===== config.mk =====
export PLATFORM = sky130hd
export DESIGN_NAME = evt_stamp_slice
export DESIGN_NICKNAME = d
export VERILOG_FILES = /design/src/rtl/evt_stamp_pkg.sv /design/src/rtl/evt_sync2.sv /design/src/rtl/evt_src_edge.sv /design/src/rtl/evt_fifo.sv /design/src/rtl/evt_stamp_slice.sv
export SDC_FILE = /design/constraint.sdc
export NUM_CORES = 1
export LEC_CHECK = 0
export ABC_AREA = 0
export BUFFER_PORTS_ARGS = -buffer_cell sky130_fd_sc_hd__buf_2
export CAP_MARGIN = 10
export CORE_ASPECT_RATIO = 1.4
export CORE_MARGIN = 2
export CORE_UTILIZATION = 40
export DETAILED_ROUTE_END_ITERATION = 7
export GPL_TIMING_DRIVEN = 0
export PLACE_DENSITY = 0.68
export SETUP_SLACK_MARGIN = 0.2
export SYNTH_ARGS = -nofsm -noshare
export SYNTH_HDL_FRONTEND = slang
export SYNTH_SLANG_ARGS = --single-unit

===== constraint.sdc =====
create_clock -name clk -period 10.3 [get_ports clk]
set_clock_uncertainty 0.2 [all_clocks]
set_input_delay 1.545 -clock clk [delete_from_list [all_inputs] [get_ports clk]]
set_output_delay 1.545 -clock clk [all_outputs]
set_load 0.05 [all_outputs]

===== src/rtl/evt_stamp_pkg.sv =====
`timescale 1ns/1ps
package evt_stamp_pkg;
   localparam int SEL_W    = 6;
   localparam int GC_W     = 56;
   localparam logic [SEL_W-1:0] SEL_SOFT  = 6'd62;
   localparam logic [SEL_W-1:0] SEL_TIMER = 6'd63;

   // configuration bit positions (decoded by software)
   localparam int B_RISE   = 0;
   localparam int B_FALL   = 1;
   localparam int B_SEL    = 4;
   localparam int B_GC_EN  = 16;
   localparam int B_TS_EN  = 17;
   localparam int B_IRQ_EN = 31;
   localparam logic [31:0] CFG_MASK = 32'h8003_03F3;

   // register offsets inside one slice window
   localparam int OFS_CFG    = 'h00;
   localparam int OFS_STAT   = 'h04;
   localparam int OFS_TS_NS  = 'h10;
   localparam int OFS_TS_S   = 'h14;
   localparam int OFS_GC_LO  = 'h18;
   localparam int OFS_GC_HI  = 'h1C;
   localparam int OFS_KIND   = 'h20;
   localparam int OFS_FLUSH  = 'h24;
   localparam int OFS_SOFT   = 'h28;
   localparam int OFS_PERIOD = 'h2C;

   typedef struct packed {
      logic [31:0]      sec;
      logic [31:0]      nsec;
      logic [31:0]      gc_hi;
      logic [23:0]      gc_lo;
      logic             ts_ok;
      logic             gc_ok;
      logic             rise;
      logic [SEL_W-1:0] sel;
   } stamp_t;
endpackage


===== src/rtl/evt_sync2.sv =====
`timescale 1ns/1ps
module evt_sync2 #(
   parameter int W = 16
) (
   input  logic         clk,
   input  logic         rst_n,
   input  logic [W-1:0] d,
   output logic [W-1:0] q
);
   logic [W-1:0] meta;

   always_ff @(posedge clk or negedge rst_n) begin
      if (!rst_n) begin
         meta <= '0;
         q    <= '0;
      end else begin
         meta <= d;
         q    <= meta;
      end
   end
endmodule


===== src/rtl/evt_src_edge.sv =====
`timescale 1ns/1ps
module evt_src_edge
   import evt_stamp_pkg::*;
#(
   parameter int N_GPIO = 16,
   parameter int PER_W  = 16
) (
   input  logic             clk,
   input  logic             rst_n,
   input  logic [N_GPIO-1:0] gpio_s,
   input  logic             soft_lvl,
   input  logic [PER_W-1:0] period,
   input  logic [SEL_W-1:0] sel,
   input  logic             rise_en,
   input  logic             fall_en,
   output logic             hit,
   output logic             hit_rise
);
   localparam int N_SRC = 1 << SEL_W;

   logic [N_SRC-1:0] src;
   logic [PER_W-1:0] tcnt;
   logic             tpulse;
   logic             lvl, prev, rise, fall;

   // periodic internal trigger: one-cycle pulse every 'period' cycles
   always_ff @(posedge clk or negedge rst_n) begin
      if (!rst_n) begin
         tcnt   <= '0;
         tpulse <= 1'b0;
      end else if (period == '0) begin
         tcnt   <= '0;
         tpulse <= 1'b0;
      end else if (tcnt >= period - 1'b1) begin
         tcnt   <= '0;
         tpulse <= 1'b1;
      end else begin
         tcnt   <= tcnt + 1'b1;
         tpulse <= 1'b0;
      end
   end

   for (genvar i = 0; i < N_SRC; i++) begin : g_src
      if (i < N_GPIO) begin : g_pin
         assign src[i] = gpio_s[i];
      end else if (i == int'(SEL_SOFT)) begin : g_soft
         assign src[i] = soft_lvl;
      end else if (i == int'(SEL_TIMER)) begin : g_tmr
         assign src[i] = tpulse;
      end else begin : g_none
         assign src[i] = 1'b0;
      end
   end

   assign lvl = src[sel];

   always_ff @(posedge clk or negedge rst_n) begin
      if (!rst_n) prev <= 1'b0;
      else        prev <= lvl;
   end

   assign rise     = lvl & ~prev;
   assign fall     = ~lvl & prev;
   assign hit      = (rise & rise_en) | (fall & fall_en);
   assign hit_rise = rise;

   // a rising edge cannot be seen in two consecutive cycles
   a_r2_rise_single: assert property (@(posedge clk) disable iff (!rst_n)
      rise |=> !rise);
   // with a period of two or more the timer pulse lasts one cycle
   a_r11_pulse_gap: assert property (@(posedge clk) disable iff (!rst_n)
      (tpulse && period > 1) |=> !tpulse);
endmodule


===== src/rtl/evt_fifo.sv =====
`timescale 1ns/1ps
module evt_fifo
   import evt_stamp_pkg::*;
#(
   parameter int DEPTH = 4
) (
   input  logic                       clk,
   input  logic                       rst_n,
   input  logic                       clr,
   input  logic                       push,
   input  logic                       pop,
   input  stamp_t                     din,
   output stamp_t                     dout,
   output logic [$clog2(DEPTH+1)-1:0] count,
   output logic                       full
);
   localparam int PTR_W = $clog2(DEPTH);
   localparam int CNT_W = $clog2(DEPTH + 1);

   if (DEPTH < 2 || (DEPTH & (DEPTH - 1)) != 0) begin : g_bad_depth
      $error("evt_fifo: DEPTH must be a power of two of at least 2");
   end

   stamp_t            mem [DEPTH];
   logic [PTR_W-1:0]  wr_ptr, rd_ptr;
   logic              do_push, do_pop;

   assign full    = (count == CNT_W'(DEPTH));
   assign do_push = push & ~full & ~clr;
   assign do_pop  = pop & (count != '0) & ~clr;
   assign dout    = mem[rd_ptr];

   always_ff @(posedge clk or negedge rst_n) begin
      if (!rst_n) begin
         wr_ptr <= '0;
         rd_ptr <= '0;
         count  <= '0;
      end else if (clr) begin
         wr_ptr <= '0;
         rd_ptr <= '0;
         count  <= '0;
      end else begin
         if (do_push) wr_ptr <= wr_ptr + 1'b1;
         if (do_pop)  rd_ptr <= rd_ptr + 1'b1;
         count <= count + CNT_W'(do_push) - CNT_W'(do_pop);
      end
   end

   always_ff @(posedge clk) begin
      if (do_push) mem[wr_ptr] <= din;
   end

   // never more than DEPTH records
   a_r8_count_bound: assert property (@(posedge clk) disable iff (!rst_n)
      count <= CNT_W'(DEPTH));
   // an accepted push with no pop grows the store by one
   a_r7_push_grows: assert property (@(posedge clk) disable iff (!rst_n)
      (push && !full && !pop && !clr) |=> count == $past(count) + 1'b1);
   // a flush leaves the store empty
   a_r9_clr_empty: assert property (@(posedge clk) disable iff (!rst_n)
      clr |=> count == '0);
endmodule


===== src/rtl/evt_stamp_slice.sv =====
`timescale 1ns/1ps
module evt_stamp_slice
   import evt_stamp_pkg::*;
#(
   parameter int N_GPIO = 16,
   parameter int DEPTH  = 4,
   parameter int PER_W  = 16,
   parameter int ADDR_W = 12
) (
   input  logic              clk,
   input  logic              rst_n,
   input  logic [N_GPIO-1:0] gpio_in,
   input  logic [31:0]       ts_sec,
   input  logic [31:0]       ts_nsec,
   input  logic [GC_W-1:0]   gcnt,
   input  logic              wr_en,
   input  logic              rd_en,
   input  logic [ADDR_W-1:0] addr,
   input  logic [31:0]       wdata,
   output logic [31:0]       rdata,
   output logic              irq
);
   localparam int CNT_W = $clog2(DEPTH + 1);

   if (N_GPIO < 1 || N_GPIO > 62) begin : g_bad_gpio
      $error("evt_stamp_slice: N_GPIO must be 1..62");
   end
   if (DEPTH > 32) begin : g_bad_depth
      $error("evt_stamp_slice: DEPTH must fit the 6-bit pending field");
   end
   if (PER_W < 1 || PER_W > 32 || ADDR_W < 6) begin : g_bad_width
      $error("evt_stamp_slice: PER_W or ADDR_W out of range");
   end

   logic [31:0]       cfg_q;
   logic              soft_q, ovf_q;
   logic [PER_W-1:0]  per_q;
   logic [N_GPIO-1:0] gpio_s;
   logic              hit, hit_rise, flush, pop, full;
   logic [CNT_W-1:0]  cnt;
   stamp_t            entry, head;
   logic              pending;

   function automatic logic at(input logic [ADDR_W-1:0] a, input int ofs);
      return a == ADDR_W'(ofs);
   endfunction

   assign flush   = wr_en & at(addr, OFS_FLUSH) & (wdata[2:0] == 3'b111);
   assign pop     = rd_en & at(addr, OFS_KIND);
   assign pending = (cnt != '0);

   always_ff @(posedge clk or negedge rst_n) begin
      if (!rst_n) begin
         cfg_q  <= '0;
         soft_q <= 1'b0;
         per_q  <= '0;
      end else if (wr_en) begin
         if (at(addr, OFS_CFG))    cfg_q  <= wdata & CFG_MASK;
         if (at(addr, OFS_SOFT))   soft_q <= wdata[0];
         if (at(addr, OFS_PERIOD)) per_q  <= wdata[PER_W-1:0];
      end
   end

   evt_sync2 #(.W(N_GPIO)) u_sync (
      .clk(clk), .rst_n(rst_n), .d(gpio_in), .q(gpio_s)
   );

   evt_src_edge #(.N_GPIO(N_GPIO), .PER_W(PER_W)) u_edge (
      .clk(clk), .rst_n(rst_n), .gpio_s(gpio_s), .soft_lvl(soft_q),
      .period(per_q), .sel(cfg_q[B_SEL +: SEL_W]),
      .rise_en(cfg_q[B_RISE]), .fall_en(cfg_q[B_FALL]),
      .hit(hit), .hit_rise(hit_rise)
   );

   always_comb begin
      entry       = '0;
      entry.ts_ok = cfg_q[B_TS_EN];
      entry.gc_ok = cfg_q[B_GC_EN];
      entry.rise  = hit_rise;
      entry.sel   = cfg_q[B_SEL +: SEL_W];
      if (cfg_q[B_TS_EN]) begin
         entry.sec  = ts_sec;
         entry.nsec = ts_nsec;
      end
      if (cfg_q[B_GC_EN]) begin
         entry.gc_hi = gcnt[GC_W-1:24];
         entry.gc_lo = gcnt[23:0];
      end
   end

   evt_fifo #(.DEPTH(DEPTH)) u_fifo (
      .clk(clk), .rst_n(rst_n), .clr(flush), .push(hit), .pop(pop),
      .din(entry), .dout(head), .count(cnt), .full(full)
   );

   always_ff @(posedge clk or negedge rst_n) begin
      if (!rst_n)            ovf_q <= 1'b0;
      else if (flush)        ovf_q <= 1'b0;
      else if (hit && full)  ovf_q <= 1'b1;
   end

   assign irq = cfg_q[B_IRQ_EN] & pending;

   always_comb begin
      rdata = '0;
      if (at(addr, OFS_CFG))    rdata = cfg_q;
      if (at(addr, OFS_STAT))   rdata = {23'd0, ovf_q, 2'd0, 6'(cnt)};
      if (at(addr, OFS_SOFT))   rdata = {31'd0, soft_q};
      if (at(addr, OFS_PERIOD)) rdata = 32'(per_q);
      if (pending) begin
         if (at(addr, OFS_TS_NS)) rdata = head.nsec;
         if (at(addr, OFS_TS_S))  rdata = head.sec;
         if (at(addr, OFS_GC_LO)) rdata = {head.gc_lo, 8'h00};
         if (at(addr, OFS_GC_HI)) rdata = head.gc_hi;
         if (at(addr, OFS_KIND))
            rdata = {14'd0, head.ts_ok, head.gc_ok, 7'd0, head.rise, 2'd0, head.sel};
      end
   end

   // overflow stays set until a flush
   a_r8_ovf_sticky: assert property (@(posedge clk) disable iff (!rst_n)
      (ovf_q && !flush) |=> ovf_q);
   // overflow only appears when the store was full
   a_r8_ovf_cause: assert property (@(posedge clk) disable iff (!rst_n)
      $rose(ovf_q) |-> $past(full));
   // flush clears pending status and overflow
   a_r9_flush_status: assert property (@(posedge clk) disable iff (!rst_n)
      flush |=> (!irq && !ovf_q));
endmodule


After elaboration in Yosys (flattened, before gate mapping)
Memory sizes are Yosys's and may differ from the RTL's.
Cells that the tools add are included.
{ "word_totals": {"ramBits": 516, "n_memories": 1, "inputBits": 184, "elab_cells": 86, "regBits": 86} }
{ "op_classes": {"n_eq_ne": 11, "addsub": 6, "bitwise": 17, "reduce_logical": 10, "n_lt_le_gt_ge": 2, "muxes": 27} }
{ "memory_table": {"columns": ["name", "words", "width", "read_ports", "rd_clocked_by_memory_dff", "wr", "line_no", "rtl"], "rows": [
  ["u_fifo.mem", 4, 129, 1, 0, 1, "evt_fifo.sv:24", "stamp_t mem [DEPTH];"]
]} }
{ "op_table": {"columns": ["cell", "n"], "rows": [
  ["$mux W32", 10],
  ["$mux W64", 1],
  ["$mux W56", 1],
  ["$eq A12 B5 Y1 const B", 4],
  ["$eq A12 B6 Y1 const B", 4],
  ["$mux W16", 2],
  ["$add A16 B1 Y16 const B", 1],
  ["$ge A16 B16 Y1", 1],
  ["$logic_not A16 Y1", 1],
  ["$sub A16 B1 Y16 const B", 1],
  ["$and A1 B1 Y1", 12],
  ["$eq A12 B3 Y1 const B", 1],
  ["$logic_not A12 Y1", 1],
  ["$mux W2", 4],
  ["$lt A6 B7 Y1 const B", 1],
  ["$mux W1", 7],
  ["$bmux W1 S6", 1],
  ["$eq A3 B3 Y1 const B", 2],
  ["$reduce_and A2 Y1", 3],
  ["$reduce_bool A2 Y1", 3],
  ["$add A2 B1 Y2 const B", 2],
  ["$not A1 Y1", 4],
  ["$add A3 B1 Y3", 1],
  ["$mux W3", 1],
  ["4 further kinds", 4]
]} }

Longest topological paths before layout
Gate-level depths: netlist of the first run.
{ "depth": {"depth_word": 11, "mapped_depth": 13, "mapped_depth_nobuf": 12} }

By module
From an unflattened synthesis of the first run, not the netlist that was laid out.
{ "hier_totals": {"hier_cells": 1401, "hier_area_um2": 25219.2} }
{ "by_module_without_submodules": {"columns": ["mod", "cells_each", "seq_area_each_um2", "instances", "area_each_um2"], "rows": [
  ["evt_fifo", 721, 15670.0, 1, 19069.5],
  ["evt_stamp_slice", 469, 725.7, 1, 3719.8],
  ["evt_src_edge", 179, 450.4, 1, 1629.1],
  ["evt_sync2", 32, 800.8, 1, 800.8]
]} }

Worst setup path after synthesis of the first run
Ideal clock, no wire load.
{ "synth_timing": {"path_type": "input to register", "startpoint": "input port addr[2]", "endpoint": "memory u_fifo.mem[0][0] in the netlist's numbering (enable)", "path_stages": 5, "setup_slack_ns": 4.311, "t_required_ns": 9.596, "path_buffers": 2, "setup_time_ns": 0.504, "t_arrival_ns": 5.285, "cell_sequence": "buf_2 > nand2_1 > or3_1 > clkbuf_1 > and3_1"} }
{ "synth_via": {"elab_chain_cells": 7} }
{ "synth_lines": {"columns": ["item", "line_no", "rtl"], "rows": [
  ["from (decl)", "evt_stamp_slice.sv:18", "input logic [ADDR_W-1:0] addr,"],
  ["$eq A12 B6 Y1", "evt_stamp_slice.sv:45", "return a == ADDR_W'(ofs);"],
  ["$and A1 B1 Y1 (2 in series)", "evt_stamp_slice.sv:48", "assign flush = wr_en & at(addr, OFS_FLUSH) & (wdata[2:0] == 3'b111);"],
  ["$not A1 Y1", "evt_fifo.sv:29", "assign do_push = push & ~full & ~clr;"],
  ["$and A1 B1 Y1", "evt_fifo.sv:29", null],
  ["$mux W1", "evt_fifo.sv:50", "if (do_push) mem[wr_ptr] <= din;"],
  ["$mux W1 (not written as such)", "evt_fifo.sv:50", null],
  ["to (decl)", "evt_fifo.sv:24", null]
]} }
No other way between the ends.

Worst setup path in the final report of the first run
{ "layout_timing": {"startpoint": "input port addr[7]", "endpoint": "output port rdata[22]"} }
{ "layout_via": {"elab_chain_cells": 10, "elab_cells_between_ends": 17} }
{ "layout_lines": {"columns": ["item", "line_no", "rtl"], "rows": [
  ["$eq A12 B3 Y1", "evt_stamp_slice.sv:45", null],
  ["$mux W32", "evt_stamp_slice.sv:107", "if (at(addr, OFS_STAT)) rdata = {23'd0, ovf_q, 2'd0, 6'(cnt)};"],
  ["$mux W32", "evt_stamp_slice.sv:108", "if (at(addr, OFS_SOFT)) rdata = {31'd0, soft_q};"],
  ["$mux W32", "evt_stamp_slice.sv:109", "if (at(addr, OFS_PERIOD)) rdata = 32'(per_q);"],
  ["$mux W32", "evt_stamp_slice.sv:111", "if (at(addr, OFS_TS_NS)) rdata = head.nsec;"],
  ["$mux W32", "evt_stamp_slice.sv:112", "if (at(addr, OFS_TS_S)) rdata = head.sec;"],
  ["$mux W32", "evt_stamp_slice.sv:113", "if (at(addr, OFS_GC_LO)) rdata = {head.gc_lo, 8'h00};"],
  ["$mux W32", "evt_stamp_slice.sv:114", "if (at(addr, OFS_GC_HI)) rdata = head.gc_hi;"],
  ["$mux W32", "evt_stamp_slice.sv:115", "if (at(addr, OFS_KIND))"],
  ["$mux W32 (*)", "evt_stamp_slice.sv:110", "if (pending) begin"],
  ["to (decl)", "evt_stamp_slice.sv:20", "output logic [31:0] rdata,"]
]} }
Every way passes the cells marked *; elsewhere a longest branch is shown, timed or not.

==> results of run 1 <==
## state kept, by name, indices dropped and copies added, names as in the netlist
signal and cells:
u_edge.tpulse 1, u_fifo.count 3, ovf_q 1, u_sync.meta 16
soft_q 1, u_edge.prev 1, u_sync.q 16, u_fifo.mem 516
u_fifo.wr_ptr 2, per_q 16, cfg_q 11, u_fifo.rd_ptr 2
u_edge.tcnt 16
## how the worst max path moves through the flow
stage / start / end / slack [ns] / cells after the start
CTS: addr[7] / rdata[22] / 4.05 / 9
floorplan: addr[2] / u_fifo.mem[0][0] / 4.31 / 5
global route: addr[7] / rdata[21] / 3.86 / 8
detailed placement: addr[7] / rdata[22] / 4.06 / 9
finish: addr[7] / rdata[22] / 3.96 / 9
global placement: addr[3] / u_fifo.mem[3][58] / 1.42 / 7
## placed cells by master, fill, tap and decap left out, types with 10 or more instances in the layout
cell                        Yosys  routed
sky130_fd_sc_hd__clkinv_2       0      15
sky130_fd_sc_hd__and3_1        15      11
sky130_fd_sc_hd__mux4_2       131     131
sky130_fd_sc_hd__clkinv_1       0      10
sky130_fd_sc_hd__mux2_2        13      13
sky130_fd_sc_hd__dfrtp_1       86      86
sky130_fd_sc_hd__clkbuf_16      0      58
sky130_fd_sc_hd__and2_1       129     129
sky130_fd_sc_hd__ha_1          24      24
sky130_fd_sc_hd__inv_1         12      12
sky130_fd_sc_hd__o22ai_1       33      33
sky130_fd_sc_hd__mux2i_1       12      12
sky130_fd_sc_hd__mux2_4        10      10
sky130_fd_sc_hd__a221oi_1      20      20
sky130_fd_sc_hd__clkbuf_1      32      43
sky130_fd_sc_hd__a21oi_1       18      18
sky130_fd_sc_hd__xnor2_1       19      19
sky130_fd_sc_hd__nand3_1       12      12
sky130_fd_sc_hd__nor2_1        50      50
sky130_fd_sc_hd__a21o_1        12      12
sky130_fd_sc_hd__nand2_1       37      37
sky130_fd_sc_hd__buf_2         20     221
sky130_fd_sc_hd__o21ai_0       12      12
sky130_fd_sc_hd__nor3_1        25      25
sky130_fd_sc_hd__nor2b_1       12      12
sky130_fd_sc_hd__xor2_1        13      13
sky130_fd_sc_hd__edfxtp_1     516     516
## metal layers
metal / up-vias / share of wire (%) / GRT usage [%]
met4: 4 / 2.9 / 6.30
met2: 569 / 52 / 34.9
met5: - / 0.049 / 0
li1: 6008 / - / -
met3: 101 / 6.7 / 3.46
met1: 7092 / 39 / 24.9
## area by class of cell
type / count / area share [%]
multi-input combinational: 691 / 23.8
clock inverter: 38 / 1.10
inverter: 12 / 0.155
buffer: 65 / 1.05
antenna: 1 / 0.00861
sequential: 602 / 60.7
timing repair buffer: 212 / 4.33
tap: 825 / 3.55
clock buffer: 72 / 5.28
## through the flow
step	std cells	total power, W	area [sq um]	hold slack, ns
after detailed placement	2407	0.00279	27200	0.135
after CTS	2517	0.00484	29100	0.148
after global routing	2517	0.00495	29100	0.148
after floorplan	1370	0.00272	24900	0.131
final	2518	0.00480	29100	0.146
after global placement	2397	0.00279	26900	0.133
## power groups by stage
stage / clock network, W / logic (W) / registers [W]
2_1_floorplan: 0 / 0.0000413 / 0.00268
3_3_place_gp: 0 / 0.000103 / 0.00268
3_5_place_dp: 0 / 0.000106 / 0.00268
4_1_cts: 0.00210 / 0.000107 / 0.00263
5_1_grt: 0.00220 / 0.000115 / 0.00263
6_report: 0.00207 / 0.000105 / 0.00263
## worst reg2reg max path, cell delays in order, from the launching register on
cell                      delay [ns]
sky130_fd_sc_hd__dfrtp_1        0.41
sky130_fd_sc_hd__buf_6          0.20
sky130_fd_sc_hd__mux4_2         0.51
sky130_fd_sc_hd__or2_1          0.23
sky130_fd_sc_hd__a41oi_2        0.35
sky130_fd_sc_hd__and3_1         0.32
sky130_fd_sc_hd__or2_2          0.18
sky130_fd_sc_hd__and3_4         0.73
sky130_fd_sc_hd__buf_16         0.34
sky130_fd_sc_hd__buf_16         0.31
## cell families after synthesis
logic type	after synthesis
compound gates	133
xor+xnor	32
fa+ha+maj	25
buf+inv	77
flops	602
mux	173
simple gates	328
==> impl_table.tex, run 1 <==
\begin{tabular}{lr}
\hline
Metric & Value \\
\hline
\multicolumn{2}{l}{\textbf{Routing}} \\
Number of detailed-route iterations in the first pass & 5 \\
Number of DRC markers in iteration 0 & between 1,000 and 1,500 \\
Number of routed nets with antenna violations & 0 \\
Post-detailed-route via-to-cell ratio & between 5 and 6 \\
Final wirelength & about 64,000 um \\
Number of vias after detailed routing & around 14,000 \\
Routed len/inst & around 25 um \\
DRC violations left & 0 \\
\multicolumn{2}{l}{\textbf{Worst setup path}} \\
Largest fanout of any net on the critical path & 10 \\
Most frequent cell on the critical path & sky130\_fd\_sc\_hd\_\_buf\_2 \\
R2r endpoint & u\_fifo.mem[0][19] \\
Reg-to-reg startpoint & cfg\_q[4] \\
Category of the critical setup timing path & input port to primary output \\
Crit path launch type & input port \\
Slowest CP cell & sky130\_fd\_sc\_hd\_\_nor3\_2 \\
Worst path buffer plus inverter count & 4 \\
Chain of cells forming the critical path & buf\_2, nor4\_1, nand3\_1, buf\_2, nor3\_2, buf\_4, a221oi\_1, nor3\_1, buf\_2 \\
Register-to-Register Setup Slack & approximately 6.1 ns \\
Worst Path Arrival & about 4.6 ns \\
Top delay family on crit path & simple AND/OR/NAND/NOR gates \\
Data required, critical path & 8.56 ns \\
Kind of end point of the critical path & primary output \\
Crit path largest cell delay & 0.70 ns \\
Number of cell instances on the worst register-to-register path & 9 \\
\multicolumn{2}{l}{\textbf{Timing}} \\
Endpoints failing setup & 0 \\
Fin. max-slew vios & 0 \\
Number of hold-slack violations in the final timing report & 0 \\
Setup TNS after final layout & 0 ns \\
Min Clock Period, post-route & 6.34 ns \\
Fmax & 158 MHz \\
Unrepaired setup endpoints after global routing & no \\
Final worst slack & a little under 4 ns \\
Period Utilization, post-route & between 60\% and 70\% \\
Slew of the pin with the lowest slew margin & slightly above 1 ns \\
Max-slew headroom & between 30\% and 40\% \\
\multicolumn{2}{l}{\textbf{Power and ir drop}} \\
Comb power frac & 2.2\% \\
Sequential share of power & between 50 and 60\% \\
Relative contribution of the clock network to total power & 43.0\% \\
Cell-internal power & around 0.0038 W \\
Static Leak & about 12 nW \\
Psw & between 0.0009 and 0.001 W \\
Switching Share & just over 20\% \\
VDD IR max & 0.139 mV \\
Power density over the cells & about 170 mW/mm\^{}2 \\
\multicolumn{2}{l}{\textbf{Final layout}} \\
Count of filler cells inserted in the layout & between 5,000 and 6,000 \\
Share of final-layout standard cells stronger than drive strength 1 & $\sim$30\% \\
Growth of design area from synthesis to finish & 16.7\% \\
Multi-input logic area & just under 0.007 sq mm \\
Layout Utilization & 47.1\% \\
Final \#Nets & roughly 1,900 \\
Sequential cell area & around 0.018 sq mm \\
\multicolumn{2}{l}{\textbf{Yosys}} \\
Synthesized-area fraction occupied by ao, oa, aoi and oai cells & between 3 and 4\% \\
Biggest area contributors in the synthesized netlist & sky130\_fd\_sc\_hd\_\_edfxtp\_1 62\%, sky130\_fd\_sc\_hd\_\_mux4\_2 12\%, sky130\_fd\_sc\_hd\_\_dfrtp\_1 8.6\% \\
Biggest area consumer among synthesized cells & sky130\_fd\_sc\_hd\_\_edfxtp\_1 \\
Register area share after synthesis & a little under three quarters \\
Number of synthesized flops with an enable pin & between 500 and 600 \\
Post-synth net total & 1,579 \\
Share of synthesized cell area in full adder, half adder and majority cells & between 1 and 1.5\% \\
Most frequently used cell type in the post-synthesis netlist & sky130\_fd\_sc\_hd\_\_edfxtp\_1 \\
Synthesized-area fraction occupied by xor and xnor cells & roughly 1.1\% \\
Post-synthesis cell type count & 69 \\
Combinational family with the most area after synthesis & multiplexers \\
Async set or reset register ratio after synthesis & between 10\% and 20\% \\
Post-Synthesis Mean Instance Area & approximately 18 sq um \\
YS warnings & 0 \\
Fraction of the mapped netlist area in simple logic gates & 7.65\% \\
Synth Instances & around 1,400 \\
Share of Yosys cell area claimed by the top area cell type & between 60\% and 70\% \\
Portion of netlist area occupied by mux cells & 13.8\% \\
Top flip-flop cell by instance count after synthesis & sky130\_fd\_sc\_hd\_\_edfxtp\_1 \\
Area of the mapped netlist & approximately 0.025 sq mm \\
Register bit count reported by yosys & 602 \\
Leading cell types by count after synthesis & 516 x sky130\_fd\_sc\_hd\_\_edfxtp\_1, 131 x sky130\_fd\_sc\_hd\_\_mux4\_2, 129 x sky130\_fd\_sc\_hd\_\_and2\_1, 86 x sky130\_fd\_sc\_hd\_\_dfrtp\_1, 50 x sky130\_fd\_sc\_hd\_\_nor2\_1 \\
\multicolumn{2}{l}{\textbf{Clocking}} \\
Maximum level of the CTS H-tree & 2 \\
Total setup buffers inserted after CTS & 0 \\
Clock insertion delay at the later pin of the skew report & about 0.62 ns \\
Clock Sink Count & between 600 and 700 \\
CTS clock-pin slew for the worst setup and hold paths & about 0.050 ns \\
Total of hold buffers inserted after clock tree synthesis & 0 \\
Clock root buffer master & sky130\_fd\_sc\_hd\_\_clkbuf\_16 \\
Deepest clock path buffer count & 3 \\
Num CTS Buffers & a little under 60 \\
Clock tree from TritonCTS & built \\
Post\_cts resized & 0 \\
\multicolumn{2}{l}{\textbf{Placed design}} \\
Gp weighted congestion & a little over 0.9 \\
Port Buf Inserts & a little over 200 \\
Place WS & about 4.1 ns \\
Placed wire-length estimate after detailed placement & roughly 45,000 um \\
\multicolumn{2}{l}{\textbf{Floorplanning}} \\
Rows & approximately 110 \\
Placeable core region & roughly 0.06 sq mm \\
Width of the die & $\sim$210 um \\
Total I/O pin count & about 220 \\
Die Y & around 300 um \\
Area enclosed by the die boundary & $\sim$0.064 sq mm \\
Starting density of the core & between 40\% and 50\% \\
\multicolumn{2}{l}{\textbf{Run}} \\
Max-capacitance violation count & 0 \\
\multicolumn{2}{l}{\textbf{Worst hold path}} \\
Number of instances on the worst hold path & 0 \\
End of the worst hold path & u\_sync.q[2] \\
Worst min-delay path class & flop to flop \\
Hold Path Origin & u\_sync.meta[2] \\
\multicolumn{2}{l}{\textbf{Global route}} \\
First-pass GRT wire length & slightly above 90,000 um \\
Total gr overflow & 0 \\
Maximum number of pins on one net before global-route repair & 75 \\
Overall track demand over capacity in global routing & around a fifth \\
Number of antenna violations at the first check in global routing & 4 \\
Vias in the first global route & approximately 14,000 \\
\multicolumn{2}{l}{\textbf{Run status}} \\
Run status & complete, no violations \\
\hline
\end{tabular}
Power figures use the tool's default switching activity.
==> inputs of run 2 (changes only) <==
- ABC_AREA: 0 -> 1
- PLACE_DENSITY: 0.68 -> 0.7
- clock period: 10.3 -> 5.6 ns (I/O delays scaled with it)
==> run 2 against run 1 <==
Power grew 87%. Cell count grew 38%. Critical endpoint is now rdata[0]. Design area grew 4.7%. Area after synthesis grew 4.2%. Routed wire length grew 33%. Non-clock buffer count grew 72. First-iteration DRC count grew 94%. Sequential share of layout area shrank 2.7 points. Largest cell class unchanged.
==> impl_table.tex, run 2 <==
\begin{tabular}{lr}
\hline
Metric & Value \\
\hline
\multicolumn{2}{l}{\textbf{Worst setup path}} \\
Category of the critical setup timing path & flop to primary output (was input port to primary output) \\
Register-to-Register Setup Slack & 1.78 ns (was 6.12 ns) \\
Kind of end point of the critical path & primary output (unchanged) \\
Worst Path Arrival & 3.97 ns (was 4.59 ns) \\
Crit path largest cell delay & 0.85 ns (was 0.70 ns) \\
Reg-to-reg startpoint & cfg\_q[4] (unchanged) \\
Crit path launch type & flop (was input port) \\
R2r endpoint & u\_fifo.mem[1][125] (was u\_fifo.mem[0][19]) \\
Data required, critical path & 4.56 ns (was 8.56 ns) \\
Slowest CP cell & sky130\_fd\_sc\_hd\_\_clkbuf\_1 (was sky130\_fd\_sc\_hd\_\_nor3\_2) \\
Largest fanout of any net on the critical path & 10 (unchanged) \\
Number of cell instances on the worst register-to-register path & 11 (was 9) \\
Most frequent cell on the critical path & sky130\_fd\_sc\_hd\_\_buf\_2 (unchanged) \\
Chain of cells forming the critical path & buf\_2, buf\_2, buf\_2, clkbuf\_1, o21ai\_0, o221ai\_1, nand2\_1, a21oi\_1, buf\_2 (was buf\_2, nor4\_1, nand3\_1, buf\_2, nor3\_2, buf\_4, a221oi\_1, nor3\_1, buf\_2) \\
\multicolumn{2}{l}{\textbf{Timing}} \\
Period Utilization, post-route & between 80\% and 90\% \\
Setup TNS after final layout & 0 ns (unchanged) \\
Final worst slack & 0.588 ns (was 3.96 ns) \\
Fmax & 200 MHz \\
Fin. max-slew vios & 0 (unchanged) \\
Unrepaired setup endpoints after global routing & no (unchanged) \\
Number of hold-slack violations in the final timing report & 0 (unchanged) \\
Slew of the pin with the lowest slew margin & 1.24 ns (was 1.01 ns) \\
Endpoints failing setup & 0 (unchanged) \\
Min Clock Period, post-route & approximately 5 ns \\
Max-slew headroom & 17.5\% (was 32.7\%) \\
\multicolumn{2}{l}{\textbf{Yosys}} \\
Biggest area contributors in the synthesized netlist & sky130\_fd\_sc\_hd\_\_edfxtp\_1 60\%, sky130\_fd\_sc\_hd\_\_dfrtp\_1 8.3\%, sky130\_fd\_sc\_hd\_\_nand2\_1 5.7\% (was sky130\_fd\_sc\_hd\_\_edfxtp\_1 62\%, sky130\_fd\_sc\_hd\_\_mux4\_2 12\%, sky130\_fd\_sc\_hd\_\_dfrtp\_1 8.6\%) \\
Post-Synthesis Mean Instance Area & 11.2 sq um (was 18.2 sq um) \\
Top flip-flop cell by instance count after synthesis & sky130\_fd\_sc\_hd\_\_edfxtp\_1 (unchanged) \\
Share of Yosys cell area claimed by the top area cell type & 59.8\% (was 62.2\%) \\
Post-synth net total & 2,518 (was 1,579) \\
Most frequently used cell type in the post-synthesis netlist & sky130\_fd\_sc\_hd\_\_edfxtp\_1 (unchanged) \\
Async set or reset register ratio after synthesis & 14.3\% (unchanged) \\
Leading cell types by count after synthesis & 516 x sky130\_fd\_sc\_hd\_\_edfxtp\_1, 397 x sky130\_fd\_sc\_hd\_\_nand2\_1, 278 x sky130\_fd\_sc\_hd\_\_nor2\_1, 226 x sky130\_fd\_sc\_hd\_\_o21ai\_0, 218 x sky130\_fd\_sc\_hd\_\_inv\_1 (was 516 x sky130\_fd\_sc\_hd\_\_edfxtp\_1, 131 x sky130\_fd\_sc\_hd\_\_mux4\_2, 129 x sky130\_fd\_sc\_hd\_\_and2\_1, 86 x sky130\_fd\_sc\_hd\_\_dfrtp\_1, 50 x sky130\_fd\_sc\_hd\_\_nor2\_1) \\
Synth Instances & 2,309 (was 1,370) \\
Post-synthesis cell type count & 51 (was 69) \\
Register bit count reported by yosys & 602 (unchanged) \\
Area of the mapped netlist & 0.0259 sq mm (was 0.0249 sq mm) \\
YS warnings & 0 (unchanged) \\
Number of synthesized flops with an enable pin & 516 (unchanged) \\
Biggest area consumer among synthesized cells & sky130\_fd\_sc\_hd\_\_edfxtp\_1 (unchanged) \\
Register area share after synthesis & 68.1\% (was 70.9\%) \\
\multicolumn{2}{l}{\textbf{Floorplanning}} \\
Width of the die & 219 um (was 215 um) \\
Area enclosed by the die boundary & 0.0669 sq mm (was 0.0643 sq mm) \\
Total I/O pin count & 217 (unchanged) \\
Placeable core region & 0.0643 sq mm (was 0.0618 sq mm) \\
Rows & 110 (was 108) \\
Starting density of the core & 40.3\% (about the same) \\
Die Y & 305 um (was 299 um) \\
\multicolumn{2}{l}{\textbf{Final layout}} \\
Share of final-layout standard cells stronger than drive strength 1 & 15.9\% (was 29.8\%) \\
Growth of design area from synthesis to finish & 17.3\% (was 16.7\%) \\
Final \#Nets & 2,800 (was 1,851) \\
Flip-flop count of the largest register after layout & 516 (unchanged) \\
Final design area excluding fillers & 0.0304 sq mm (was 0.0291 sq mm) \\
Non-filler instance count after layout & 3,476 (was 2,518) \\
Leading cell type in the layout, fill and taps excluded & sky130\_fd\_sc\_hd\_\_edfxtp\_1 (unchanged) \\
Top register by number of flip-flops & u\_fifo.mem (unchanged) \\
Commonest cells after routing, fill and taps aside & 516 x sky130\_fd\_sc\_hd\_\_edfxtp\_1, 397 x sky130\_fd\_sc\_hd\_\_nand2\_1, 274 x sky130\_fd\_sc\_hd\_\_nor2\_1, 254 x sky130\_fd\_sc\_hd\_\_buf\_2, 226 x sky130\_fd\_sc\_hd\_\_o21ai\_0 (was 516 x sky130\_fd\_sc\_hd\_\_edfxtp\_1, 221 x sky130\_fd\_sc\_hd\_\_buf\_2, 131 x sky130\_fd\_sc\_hd\_\_mux4\_2, 129 x sky130\_fd\_sc\_hd\_\_and2\_1, 86 x sky130\_fd\_sc\_hd\_\_dfrtp\_1) \\
\multicolumn{2}{l}{\textbf{Routing}} \\
Highest metal layer with signal wires & met4 (was met5) \\
Final wirelength & 84,400 um (was 63,700 um) \\
Routed len/inst & 24.3 um (was 25.3 um) \\
Number of detailed-route iterations in the first pass & 6 (was 5) \\
WL met2 & 41,700 um (was 32,900 um) \\
WL met1 & 29,500 um (was 24,600 um) \\
Post-detailed-route via-to-cell ratio & 5.66 (was 5.47) \\
Number of vias after detailed routing & 19,700 (was 13,800) \\
Number of routed nets with antenna violations & 0 (unchanged) \\
Met3 Routed Length & 7920 um (was 4290 um) \\
Number of DRC markers in iteration 0 & 2,384 (was 1,232) \\
DRC violations left & 0 (unchanged) \\
\multicolumn{2}{l}{\textbf{Placed design}} \\
Port Buf Inserts & 203 (was 202) \\
Placed cell area & 0.0285 sq mm (was 0.0272 sq mm) \\
Placed wire-length estimate after detailed placement & 60,500 um (was 44,700 um) \\
Place WS & 1.20 ns (was 4.06 ns) \\
Placed cells & 3,374 (was 2,407) \\
Gp weighted congestion & 0.938 (was 0.915) \\
\multicolumn{2}{l}{\textbf{Power and ir drop}} \\
Cell-internal power & 0.00710 W (was 0.00381 W) \\
Sequential share of power & 53.9\% (was 54.8\%) \\
Relative contribution of the clock network to total power & 43.5\% (was 43.0\%) \\
Comb power frac & 2.6\% (was 2.2\%) \\
Static Leak & 13.7 nW (was 11.5 nW) \\
Psw & 0.00187 W (was 0.000993 W) \\
Switching Share & 20.9\% (was 20.7\%) \\
Power density over the cells & 295 mW/mm\^{}2 (was 165 mW/mm\^{}2) \\
Final Power & 0.00897 W (was 0.00480 W) \\
VDD IR max & 0.230 mV (was 0.139 mV) \\
\multicolumn{2}{l}{\textbf{Clocking}} \\
Clock tree from TritonCTS & built (unchanged) \\
Clock Sink Count & 602 (unchanged) \\
CTS clock-pin slew for the worst setup and hold paths & 0.06 ns (was 0.05 ns) \\
Deepest clock path buffer count & 3 (unchanged) \\
Maximum level of the CTS H-tree & 2 (unchanged) \\
Post\_cts resized & 0 (unchanged) \\
Clock root buffer master & sky130\_fd\_sc\_hd\_\_clkbuf\_16 (unchanged) \\
Clock insertion delay at the later pin of the skew report & 0.60 ns (was 0.62 ns) \\
Num CTS Buffers & 54 (was 58) \\
\multicolumn{2}{l}{\textbf{Worst hold path}} \\
Hold Path Origin & gpio\_in[6] (was u\_sync.meta[2]) \\
End of the worst hold path & u\_sync.meta[6] (was u\_sync.q[2]) \\
Number of instances on the worst hold path & 1 (was 0) \\
Worst min-delay path class & input port to flop (was flop to flop) \\
\multicolumn{2}{l}{\textbf{Run status}} \\
Run status & complete, no violations (unchanged) \\
\multicolumn{2}{l}{\textbf{Global route}} \\
Maximum number of pins on one net before global-route repair & 61 (was 75) \\
Number of antenna violations at the first check in global routing & 1 (was 4) \\
Overall track demand over capacity in global routing & 24.8\% (was 19.8\%) \\
Total gr overflow & 0 (unchanged) \\
First-pass GRT wire length & 121,000 um (was 93,000 um) \\
Vias in the first global route & 19,700 (was 14,200) \\
\multicolumn{2}{l}{\textbf{Run}} \\
Max-capacitance violation count & 0 (unchanged) \\
\hline
\end{tabular}
run 2: cell families after synthesis:
family / Yosys count / share of synthesized area (%)
flops: 602 / 68.1
mux: 12 / 0.507
compound gates: 492 / 11.0
simple gates: 797 / 12.8
xor+xnor: 25 / 0.844
fa+ha+maj: 25 / 1.24
buf+inv: 356 / 5.51
run 2: routing by layer:
| metal | vias up | track usage [%] |
|---|---|---|
| met5 | - | 0 |
| met4 | 0 | 14.5 |
| met3 | 243 | 3.75 |
| met2 | 1222 | 42.2 |
| met1 | 9602 | 29.6 |
| li1 | 8598 | - |
run 2: metrics by stage:
stage | hold slack [ns] | util [%]
floorplan | 0.131 | -
global placement | 0.136 | 43.6
detailed placement | 0.135 | 44.4
CTS | 0.120 | 47.3
global route | 0.127 | 47.3
finish | 0.142 | 47.3
run 2: layout make-up:
cell class	count	area, sq um
sequential	602	17600
buffer	123	553
antenna	1	2.50
multi-input combinational	1351	6880
tap	840	1050
timing repair buffer	226	1540
inverter	233	875
fill	5709	33900
clock buffer	62	1400
clock inverter	38	464
run 2: critical path: cells and delay by family, from the launching register on:
kind	cells	cell delay, ns
AOI/OAI and AO/OA	3	0.87
buffers and inverters	5	2.08
DFF	1	0.33
and+or+nand+nor	1	0.09
run 2: what timing repair did:
action	CTS	global route
hold buffers	1	0
setup buffers	0	0
endpoints found under the setup margin	0	0
hold endpoints to repair	26	0
run 2: power groups by stage:
stage | clock network, W | registers, W | logic, W
final | 0.00390 | 0.00484 | 0.000232
after global routing | 0.00410 | 0.00484 | 0.000250
after CTS | 0.00391 | 0.00484 | 0.000233
after detailed placement | 0 | 0.00493 | 0.000231
after global placement | 0 | 0.00493 | 0.000225
after floorplan | 0 | 0.00493 | 0.0000905
run 2: worst max-delay path by stage:
stage | end | startpoint | slack [ns]
2_1_floorplan | u_fifo.mem[0][0] | addr[0] | -0.02
5_1_grt | rdata[0] | u_fifo.rd_ptr[0] | 0.52
3_5_place_dp | rdata[31] | addr[11] | 1.20
4_1_cts | rdata[0] | u_fifo.rd_ptr[0] | 0.78
6_report | rdata[0] | u_fifo.rd_ptr[0] | 0.59
3_3_place_gp | u_fifo.mem[3][111] | addr[2] | -3.15
